### src/rtl/pc_seq_pkg.sv
package pc_seq_pkg;
  localparam int XLEN = 32;
  localparam logic [5:0] OP_RTYPE = 6'd0;
  localparam logic [5:0] OP_JMP   = 6'd2;
  localparam logic [5:0] OP_JAL   = 6'd3;
  localparam logic [5:0] OP_BEQ   = 6'd4;
  localparam logic [5:0] OP_BNE   = 6'd5;

  typedef enum logic [1:0] {
    FLOW_SEQ  = 2'd0,
    FLOW_BR   = 2'd1,
    FLOW_JUMP = 2'd2
  } flow_e;

  typedef struct packed {
    flow_e flow;
    logic  hold;
    logic  link;
  } seq_ctrl_t;
endpackage

### src/rtl/pc_seq_ctrl.sv
module pc_seq_ctrl
  import pc_seq_pkg::*;
(
  input  logic       clk,
  input  logic       rst,
  input  logic       stall,
  input  logic [5:0] opcode,
  input  logic       eqFlag,
  output seq_ctrl_t  ctrl
);
  always_comb begin
    ctrl.hold = stall;
    ctrl.link = 1'b0;
    ctrl.flow = FLOW_SEQ;
    if (!stall) begin
      unique case (opcode)
        OP_BEQ: if (eqFlag)  ctrl.flow = FLOW_BR;
        OP_BNE: if (!eqFlag) ctrl.flow = FLOW_BR;
        OP_JMP: ctrl.flow = FLOW_JUMP;
        OP_JAL: begin
          ctrl.flow = FLOW_JUMP;
          ctrl.link = 1'b1;
        end
        default: ctrl.flow = FLOW_SEQ;
      endcase
    end
  end

  AST_STALL_QUIET: assert property (@(posedge clk) disable iff (rst)
    ctrl.hold |-> (ctrl.flow == FLOW_SEQ && !ctrl.link));
  AST_LINK_ONLY_JAL: assert property (@(posedge clk) disable iff (rst)
    ctrl.link |-> (opcode == OP_JAL && ctrl.flow == FLOW_JUMP));
  AST_BR_SENSE: assert property (@(posedge clk) disable iff (rst)
    (ctrl.flow == FLOW_BR) |-> ((opcode == OP_BEQ && eqFlag) || (opcode == OP_BNE && !eqFlag)));
endmodule

### src/rtl/pc_seq_dp.sv
module pc_seq_dp
  import pc_seq_pkg::*;
#(
  parameter logic [XLEN-1:0] RESET_VECTOR = '0,
  parameter int OFFSET_W = 16,
  parameter int INDEX_W  = 26
) (
  input  logic            clk,
  input  logic            rst,
  input  seq_ctrl_t       ctrl,
  input  logic [XLEN-1:0] instr,
  output logic [XLEN-1:0] pcQ,
  output logic [XLEN-1:0] pcInc
);
  localparam int REGION_W = XLEN - INDEX_W - 2;

  logic [XLEN-1:0] brTarget;
  logic [XLEN-1:0] jmpTarget;
  logic [XLEN-1:0] pcNext;
  logic [XLEN-1:0] offsetExt;

  assign pcInc     = pcQ + XLEN'(4);
  assign offsetExt = {{(XLEN-OFFSET_W-2){instr[OFFSET_W-1]}}, instr[OFFSET_W-1:0], 2'b00};
  assign brTarget  = pcInc + offsetExt;
  assign jmpTarget = {pcInc[XLEN-1 -: REGION_W], instr[INDEX_W-1:0], 2'b00};

  always_comb begin
    unique case (ctrl.flow)
      FLOW_BR:   pcNext = brTarget;
      FLOW_JUMP: pcNext = jmpTarget;
      default:   pcNext = pcInc;
    endcase
  end

  always_ff @(posedge clk) begin
    if (rst)             pcQ <= RESET_VECTOR;
    else if (!ctrl.hold) pcQ <= pcNext;
  end

  AST_RESET_LOAD: assert property (@(posedge clk)
    rst |=> (pcQ == RESET_VECTOR));
  AST_HOLD_PC: assert property (@(posedge clk) disable iff (rst)
    ctrl.hold |=> $stable(pcQ));
  AST_SEQ_STEP: assert property (@(posedge clk) disable iff (rst)
    (!ctrl.hold && ctrl.flow == FLOW_SEQ) |=> (pcQ == $past(pcQ) + 32'd4));
  AST_JUMP_REGION: assert property (@(posedge clk) disable iff (rst)
    (ctrl.flow == FLOW_JUMP) |=> (pcQ[XLEN-1 -: REGION_W] == $past(pcInc[XLEN-1 -: REGION_W])));
  AST_WORD_ALIGN: assert property (@(posedge clk) disable iff (rst)
    pcQ[1:0] == 2'b00);
endmodule

### src/rtl/pc_sequencer.sv
module pc_sequencer
  import pc_seq_pkg::*;
#(
  parameter logic [31:0] RESET_VECTOR = 32'h0000_0000
) (
  input  logic        clk,
  input  logic        rst,
  input  logic        stall,
  input  logic [31:0] instr,
  input  logic        eqFlag,
  output logic [31:0] pc,
  output logic [31:0] pcPlus4,
  output logic [31:0] linkAddr,
  output logic        linkValid
);
  seq_ctrl_t ctrl;

  pc_seq_ctrl u_ctrl (
    .clk(clk), .rst(rst), .stall(stall),
    .opcode(instr[31:26]), .eqFlag(eqFlag), .ctrl(ctrl)
  );

  pc_seq_dp #(.RESET_VECTOR(RESET_VECTOR)) u_dp (
    .clk(clk), .rst(rst), .ctrl(ctrl), .instr(instr),
    .pcQ(pc), .pcInc(pcPlus4)
  );

  assign linkAddr  = pcPlus4;
  assign linkValid = ctrl.link;
endmodule

### config.mk
export PLATFORM = sky130hd
export DESIGN_NAME = pc_sequencer
export DESIGN_NICKNAME = d
export VERILOG_FILES = /design/src/rtl/pc_seq_pkg.sv /design/src/rtl/pc_seq_ctrl.sv /design/src/rtl/pc_seq_dp.sv /design/src/rtl/pc_sequencer.sv
export SDC_FILE = /design/constraint.sdc
export NUM_CORES = 1
export LEC_CHECK = 0
export BUFFER_PORTS_ARGS = -buffer_cell sky130_fd_sc_hd__buf_2
export CAP_MARGIN = 20
export CORE_MARGIN = 10
export CORE_UTILIZATION = 39
export CTS_BUF_LIST = sky130_fd_sc_hd__clkbuf_8
export CTS_CLUSTER_DIAMETER = 120
export DETAILED_ROUTE_END_ITERATION = 10
export GPL_ROUTABILITY_DRIVEN = 0
export SETUP_SLACK_MARGIN = 0.05
export SYNTH_ARGS = -nofsm -noshare
export SYNTH_HDL_FRONTEND = slang
export SYNTH_SLANG_ARGS = --single-unit
### constraint.sdc
create_clock -name clk -period 9.3 [get_ports clk]
set_input_delay 1.395 -clock clk [delete_from_list [all_inputs] [get_ports clk]]
set_output_delay 1.395 -clock clk [all_outputs]
set_load 0.02 [all_outputs]
; ---- Word-level counts from Yosys, hierarchy flattened
; Index checks and enable logic that the tools add are counted.
[totals]
reg_bits = 32
input_bits = 36
out_inout_bits = 97
wordCells = 17
[classes]
addsub = 2
n_eq_ne = 6
muxes = 7
n_reduce_logical = 1
[ops]
columns = operator, n
row1 = case mux 32 bit (2 select lines), 1
row2 = "adder 32 x 3 -> 32 bit, second input constant", 1
row3 = adder 32 bit, 1
row4 = "equality test 6 x 2 -> 1 bit, second input constant", 2
row5 = "equality test 6 x 3 -> 1 bit, second input constant", 2
row6 = case mux 2 bit (3 select lines), 1
row7 = two-way mux 1 bit, 4
row8 = "equality test 2 x 1 -> 1 bit, second input constant", 1
row9 = "equality test 2 bit, second input constant", 1
row10 = two-way mux 2 bit, 1
row11 = OR reduction 2 bit, 1

; ---- Longest topological paths before layout
[logic_depth]
word_depth = 6
ltp_mapped = 17
mapped_depth_nobuf = 15

; ---- Hierarchy
; A second synthesis with hierarchy kept.
[hier_totals]
cells_unflattened = 566
hier_area_um2 = 4176.5
[modules_own_cells]
columns = mod, instances, cells_each, area_each_um2, seq_area_each_um2
row1 = pc_seq_dp, 1, 527, 3877.5, 600.6
row2 = pc_sequencer, 1, 32, 240.2, 0.0
row3 = pc_seq_ctrl, 1, 7, 58.8, 0.0

; ---- Least setup slack after synthesis
; OpenSTA, ideal clock, no wires.
[synth_timing]
path_kind = register to register
from = register u_dp.pcQ[2]
to = register u_dp.pcQ[29]
setup_time_ps = 130
t_arrival_ps = 3881
t_required_ps = 9170
path_slack_ps = 5288
path_stages_with_launch = 18
n_path_buf = 2
synth_period_minus_slack_ps = 4012
cell_sequence = dfxtp_1 > ha_1 > and2_1 > and4_1 > buf_2 > and2_1 > nand4_1 > xnor2_1 > ha_1 > clkbuf_1 > a21oi_1 > o21ai_1 > a2111oi_0 > o21a_1 > o41ai_1 > a31oi_1 > xor2_1 > o22ai_1
[synth_via]
elab_chain_len = 3
[synth_lines]
columns = element, line
row1 = start: declaration, pc_seq_dp.sv:12  ; output logic [XLEN-1:0] pcQ,
row2 = start signal: assignment, pc_seq_dp.sv:37  ; else if (!ctrl.hold) pcQ <= pcNext;
row3 = adder 32 x 3 -> 32 bit, pc_seq_dp.sv:22  ; assign pcInc = pcQ + XLEN'(4);
row4 = via linkAddr[18], pc_sequencer.sv:13  ; output logic [31:0] linkAddr,
row5 = adder 32 bit, pc_seq_dp.sv:24  ; assign brTarget = pcInc + offsetExt;
row6 = case mux 32 bit (2 select lines), pc_seq_dp.sv:28  ; unique case (ctrl.flow)
; The timed path passes the listed nets, and every way through them passes these cells.
; A chain may end at the register's enable or synchronous reset.

; ---- Final worst setup path
[layout_timing]
from = input stall
to = register u_dp.pcQ[25]
[layout_via]
elab_chain_len = 3
elab_cells_between_ends = 4
cone_classes = eq/ne: 2 / mux: 2
[layout_lines]
columns = element, line
row1 = start: declaration, pc_sequencer.sv:8  ; input logic stall,
row2 = two-way mux 2 bit, pc_seq_ctrl.sv:15  ; if (!stall) begin
row3 = equality test 2 bit / equality test 2 x 1 -> 1 bit (equally long branches), pc_seq_dp.sv:28
row4 = case mux 32 bit (2 select lines), pc_seq_dp.sv:28
; Parallel ways exist; a longest one is shown, timed or not.

==> results_tabular.tex <==
\begin{tabular}{lr}
\hline
Metric & Value \\
\hline
\multicolumn{2}{l}{\textbf{Run status}} \\
\quad Run status & complete, no violations \\
\multicolumn{2}{l}{\textbf{Detailed routing}} \\
\quad Wirelength per Cell & 19.25 um \\
\quad Number of DRC violations after detailed-routing iteration 0 & 467 \\
\quad Vias post-DR & 4936 \\
\quad First-pass DRT Iterations & 6 \\
\quad Number of routed nets with antenna violations & 0 \\
\quad Aggregate routed wire length & 16.12 mm \\
\quad Post-detailed-route DRC marker count & 0 \\
\quad Via/cell ratio & 5.897 \\
\multicolumn{2}{l}{\textbf{GRT}} \\
\quad Pin count of the biggest net entering global routing & 37 \\
\quad Wire length of the first global-routing pass & 25.56 mm \\
\quad Antenna violations before repair & 0 \\
\quad GRT Overall Usage & 18.97\% \\
\quad Remaining Overflow, GRT & 0 \\
\quad Vias in the first global route & 4866 \\
\multicolumn{2}{l}{\textbf{Timing}} \\
\quad Setup-failing EPs final & 0 \\
\quad Unrepaired setup endpoints after global routing & false \\
\quad Final Hold Fails & 0 \\
\quad Total negative setup slack & 0 ps \\
\quad Time the worst path needs with I/O delays and setup & 4413 ps \\
\quad Maximum clock frequency & 0.2266 GHz \\
\quad Worst slew slack as a fraction of its limit & 34.58\% \\
\quad Final cycle utilization of the critical path & 47.45\% \\
\quad Post-route clock skew & 8.464 ps \\
\quad Total count of max-transition violations in the final report & 0 \\
\quad Worst Max-Slew Pin Slew & 981.3 ps \\
\multicolumn{2}{l}{\textbf{Clocking}} \\
\quad CTS H-tree lvls & 2 \\
\quad Post-CTS repair timing setup buffer count & 0 \\
\quad Max Root-Sink Buffers & 2 \\
\quad Clock-pin slew on the worst setup and hold paths & 70 ps \\
\quad CTS Root Cell & sky130\_fd\_sc\_hd\_\_clkbuf\_8 \\
\quad Post-CTS Hold Buffers & 0 \\
\quad Total CTS buffers & 5 \\
\quad TritonCTS clock tree & yes \\
\quad CTS-repair resized insts & 0 \\
\quad Clock sink total & 30 \\
\quad Latest clock arrival within the worst-skew pair & 300 ps \\
\multicolumn{2}{l}{\textbf{Layout}} \\
\quad Ant diodes & 0 \\
\quad Post-route cell area & 4942 um2 \\
\quad Top Registers & u\_dp.pcQ: 30 flops \\
\quad Layout-stage area growth over the synthesis result & 11.42\% \\
\quad Number of nets in the layout & 771 \\
\quad Total of fill cells in the finished design & 1149 \\
\quad Flip-flop count of the largest register, all copies and words added & 30 \\
\quad Proportion of layout cells with a drive suffix above 1 & 20.95\% \\
\quad Register bank with the most flops & u\_dp.pcQ \\
\multicolumn{2}{l}{\textbf{Floorplanning}} \\
\quad Width of the die & 126.6 um \\
\quad Core area & 10980 um2 \\
\quad Area of the die & 16040 um2 \\
\quad Die outline height & 126.6 um \\
\quad Initial standard-cell utilization of the core & 40.39\% \\
\quad Number of ports placed on the die boundary & 133 \\
\quad Site Rows & 38 \\
\multicolumn{2}{l}{\textbf{Worst hold path}} \\
\quad Worst min path class & reg2reg \\
\quad Hold path startpoint & u\_dp.pcQ[26] \\
\multicolumn{2}{l}{\textbf{Logic synthesis}} \\
\quad Sequential fraction of the synthesis area & 13.54\% \\
\quad Number of distinct library cells after synthesis & 69 \\
\quad Largest area contributor in the synthesized netlist & sky130\_fd\_sc\_hd\_\_dfxtp\_1 \\
\quad Gate count after technology mapping & 627 \\
\quad Post-Syn Area & 4436 um2 \\
\quad Proportion of synthesized flip-flops having asynchronous set or reset & 0\% \\
\quad Synth warn & 0 \\
\quad Dominant cells by area after synthesis & sky130\_fd\_sc\_hd\_\_dfxtp\_1 14\%, sky130\_fd\_sc\_hd\_\_ha\_1 10\%, sky130\_fd\_sc\_hd\_\_xnor2\_1 6.1\% \\
\quad Cell with the most instances after synthesis & sky130\_fd\_sc\_hd\_\_nand2\_1 \\
\quad Most used flip-flop cell after synthesis & sky130\_fd\_sc\_hd\_\_dfxtp\_1 \\
\quad Average footprint of a synthesized cell & 7.074 um2 \\
\quad Register bit total from synthesis & 30 \\
\quad Number of enable-type register cells in the synthesized netlist & 0 \\
\quad Area share of the leading cell type in the synthesized netlist & 13.54\% \\
\quad Synth top cells by count & 68 x sky130\_fd\_sc\_hd\_\_nand2\_1, 53 x sky130\_fd\_sc\_hd\_\_nor2\_1, 47 x sky130\_fd\_sc\_hd\_\_a21oi\_1 \\
\multicolumn{2}{l}{\textbf{Placement}} \\
\quad Post-detailed-placement half-perimeter wirelength & 12.76 mm \\
\quad Number of buffers inserted by port buffering & 126 \\
\quad Cell Area, Placed & 4866 um2 \\
\multicolumn{2}{l}{\textbf{Worst setup path}} \\
\quad Crit path required time & 9490 ps \\
\quad R2R Path End & u\_dp.pcQ[29] \\
\quad CP startpoint & stall \\
\quad Endpoint of the most critical setup path & u\_dp.pcQ[25] \\
\quad Arrival time at the worst endpoint & 4600 ps \\
\quad Worst R2R Setup Slack & 5060 ps \\
\quad Critical R2R Launch & u\_dp.pcQ[2] \\
\quad Path depth of the worst reg2reg path & 15 \\
\quad Kind of start point of the critical path & input pin \\
\quad CP max FO & 36 \\
\quad Crit path capture type & register \\
\quad Crit Path Category & in2reg \\
\multicolumn{2}{l}{\textbf{Flow run}} \\
\quad Max-cap viol count & 0 \\
\multicolumn{2}{l}{\textbf{Power}} \\
\quad Power density cells & 67.81 nW/um2 \\
\quad P\_leak & 2.400 nW \\
\quad Worst VDD drop & 0.04807 mV \\
\hline
\end{tabular}
worst max-delay path: stages:
cell and delay [ps]:
sky130_fd_sc_hd__buf_2 280, sky130_fd_sc_hd__nor4_1 420, sky130_fd_sc_hd__nand4b_1 180, sky130_fd_sc_hd__ha_1 310, sky130_fd_sc_hd__buf_4 350, sky130_fd_sc_hd__inv_1 420, sky130_fd_sc_hd__nor2_1 560, sky130_fd_sc_hd__nand2_1 100
sky130_fd_sc_hd__o221a_2 280, sky130_fd_sc_hd__nand4_1 90, sky130_fd_sc_hd__mux2_2 150, sky130_fd_sc_hd__nand2_1 50
metal layers:
| metal | GRT usage, % | vias to the layer above | routed length, um |
|---|---|---|---|
| li1 | - | 2399 | - |
| met1 | 24.54 | 2303 | 7019 |
| met2 | 31.44 | 210 | 7542 |
| met3 | 3.499 | 24 | 1241 |
| met4 | 5.090 | 0 | 313 |
| met5 | 0 | - | 0 |
power by group:
group,internal (mW),switching (mW)
clock,0.0493,0.0533
combinational,0.0349,0.0643
sequential,0.130,0.00306
total,0.214,0.121
layout make-up:
cell class                      instances  area [um2]  share of cell area (%)
Sequential cell                        30       600.6                   12.15
Inverter                               18       67.56                   1.367
Tap cell                              140       175.2                   3.544
Clock inverter                          2       7.507                  0.1519
Timing Repair Buffer                  128       645.6                   13.06
Multi-Input combinational cell        514        3377                   68.33
Clock buffer                            5       68.82                   1.392
layout by cell type, fill, tap and decap left out, types with 6 or more instances in the layout:
| cell type | n |
|---|---|
| sky130_fd_sc_hd__a21o_1 | 11 |
| sky130_fd_sc_hd__a21oi_1 | 47 |
| sky130_fd_sc_hd__a221oi_1 | 13 |
| sky130_fd_sc_hd__a22oi_1 | 6 |
| sky130_fd_sc_hd__a31oi_1 | 8 |
| sky130_fd_sc_hd__and2_1 | 9 |
| sky130_fd_sc_hd__and3_1 | 12 |
| sky130_fd_sc_hd__and4_1 | 6 |
| sky130_fd_sc_hd__buf_2 | 126 |
| sky130_fd_sc_hd__conb_1 | 6 |
| sky130_fd_sc_hd__dfxtp_1 | 30 |
| sky130_fd_sc_hd__ha_1 | 37 |
| sky130_fd_sc_hd__inv_1 | 20 |
| sky130_fd_sc_hd__nand2_1 | 68 |
| sky130_fd_sc_hd__nand3_1 | 22 |
| sky130_fd_sc_hd__nand4_1 | 12 |
| sky130_fd_sc_hd__nor2_1 | 53 |
| sky130_fd_sc_hd__nor3_1 | 17 |
| sky130_fd_sc_hd__o21a_1 | 10 |
| sky130_fd_sc_hd__o21ai_0 | 35 |
| sky130_fd_sc_hd__o22ai_1 | 7 |
| sky130_fd_sc_hd__xnor2_1 | 31 |
| sky130_fd_sc_hd__xor2_1 | 20 |
worst min-delay path by stage:
stage                   endpoint  depth (start not counted)  slack, ps
floorplan           u_dp.pcQ[11]                          2        580
global placement     u_dp.pcQ[3]                          2        520
detailed placement  u_dp.pcQ[26]                          2        540
CTS                 u_dp.pcQ[26]                          2        550
global route        u_dp.pcQ[10]                          2        590
finish              u_dp.pcQ[26]                          2        550
metrics by stage:
step	power [mW]	util (%)	hold slack [ps]	instances	worst slack, ps
global route	0.3510	45.00	587.2	837	4621
finish	0.3351	45.00	550.9	837	4887
floorplan	0.2065	-	581.1	632	5288
detailed placement	0.2343	44.30	539.7	830	4631
CTS	0.3353	45.00	548.5	837	4915
global placement	0.2328	44.30	522.2	830	4797
cell families after synthesis:
kind of cell | synth area share [%]
DFF | 13.54
buffers and inverters | 10.75
muxes | 0.2539
AOI/OAI and AO/OA | 28.24
other | 0.08455
and+or+nand+nor | 25.81
adders and majority gates | 10.89
xor gates and xnor gates | 10.44
(Power assumes the default switching activity.)
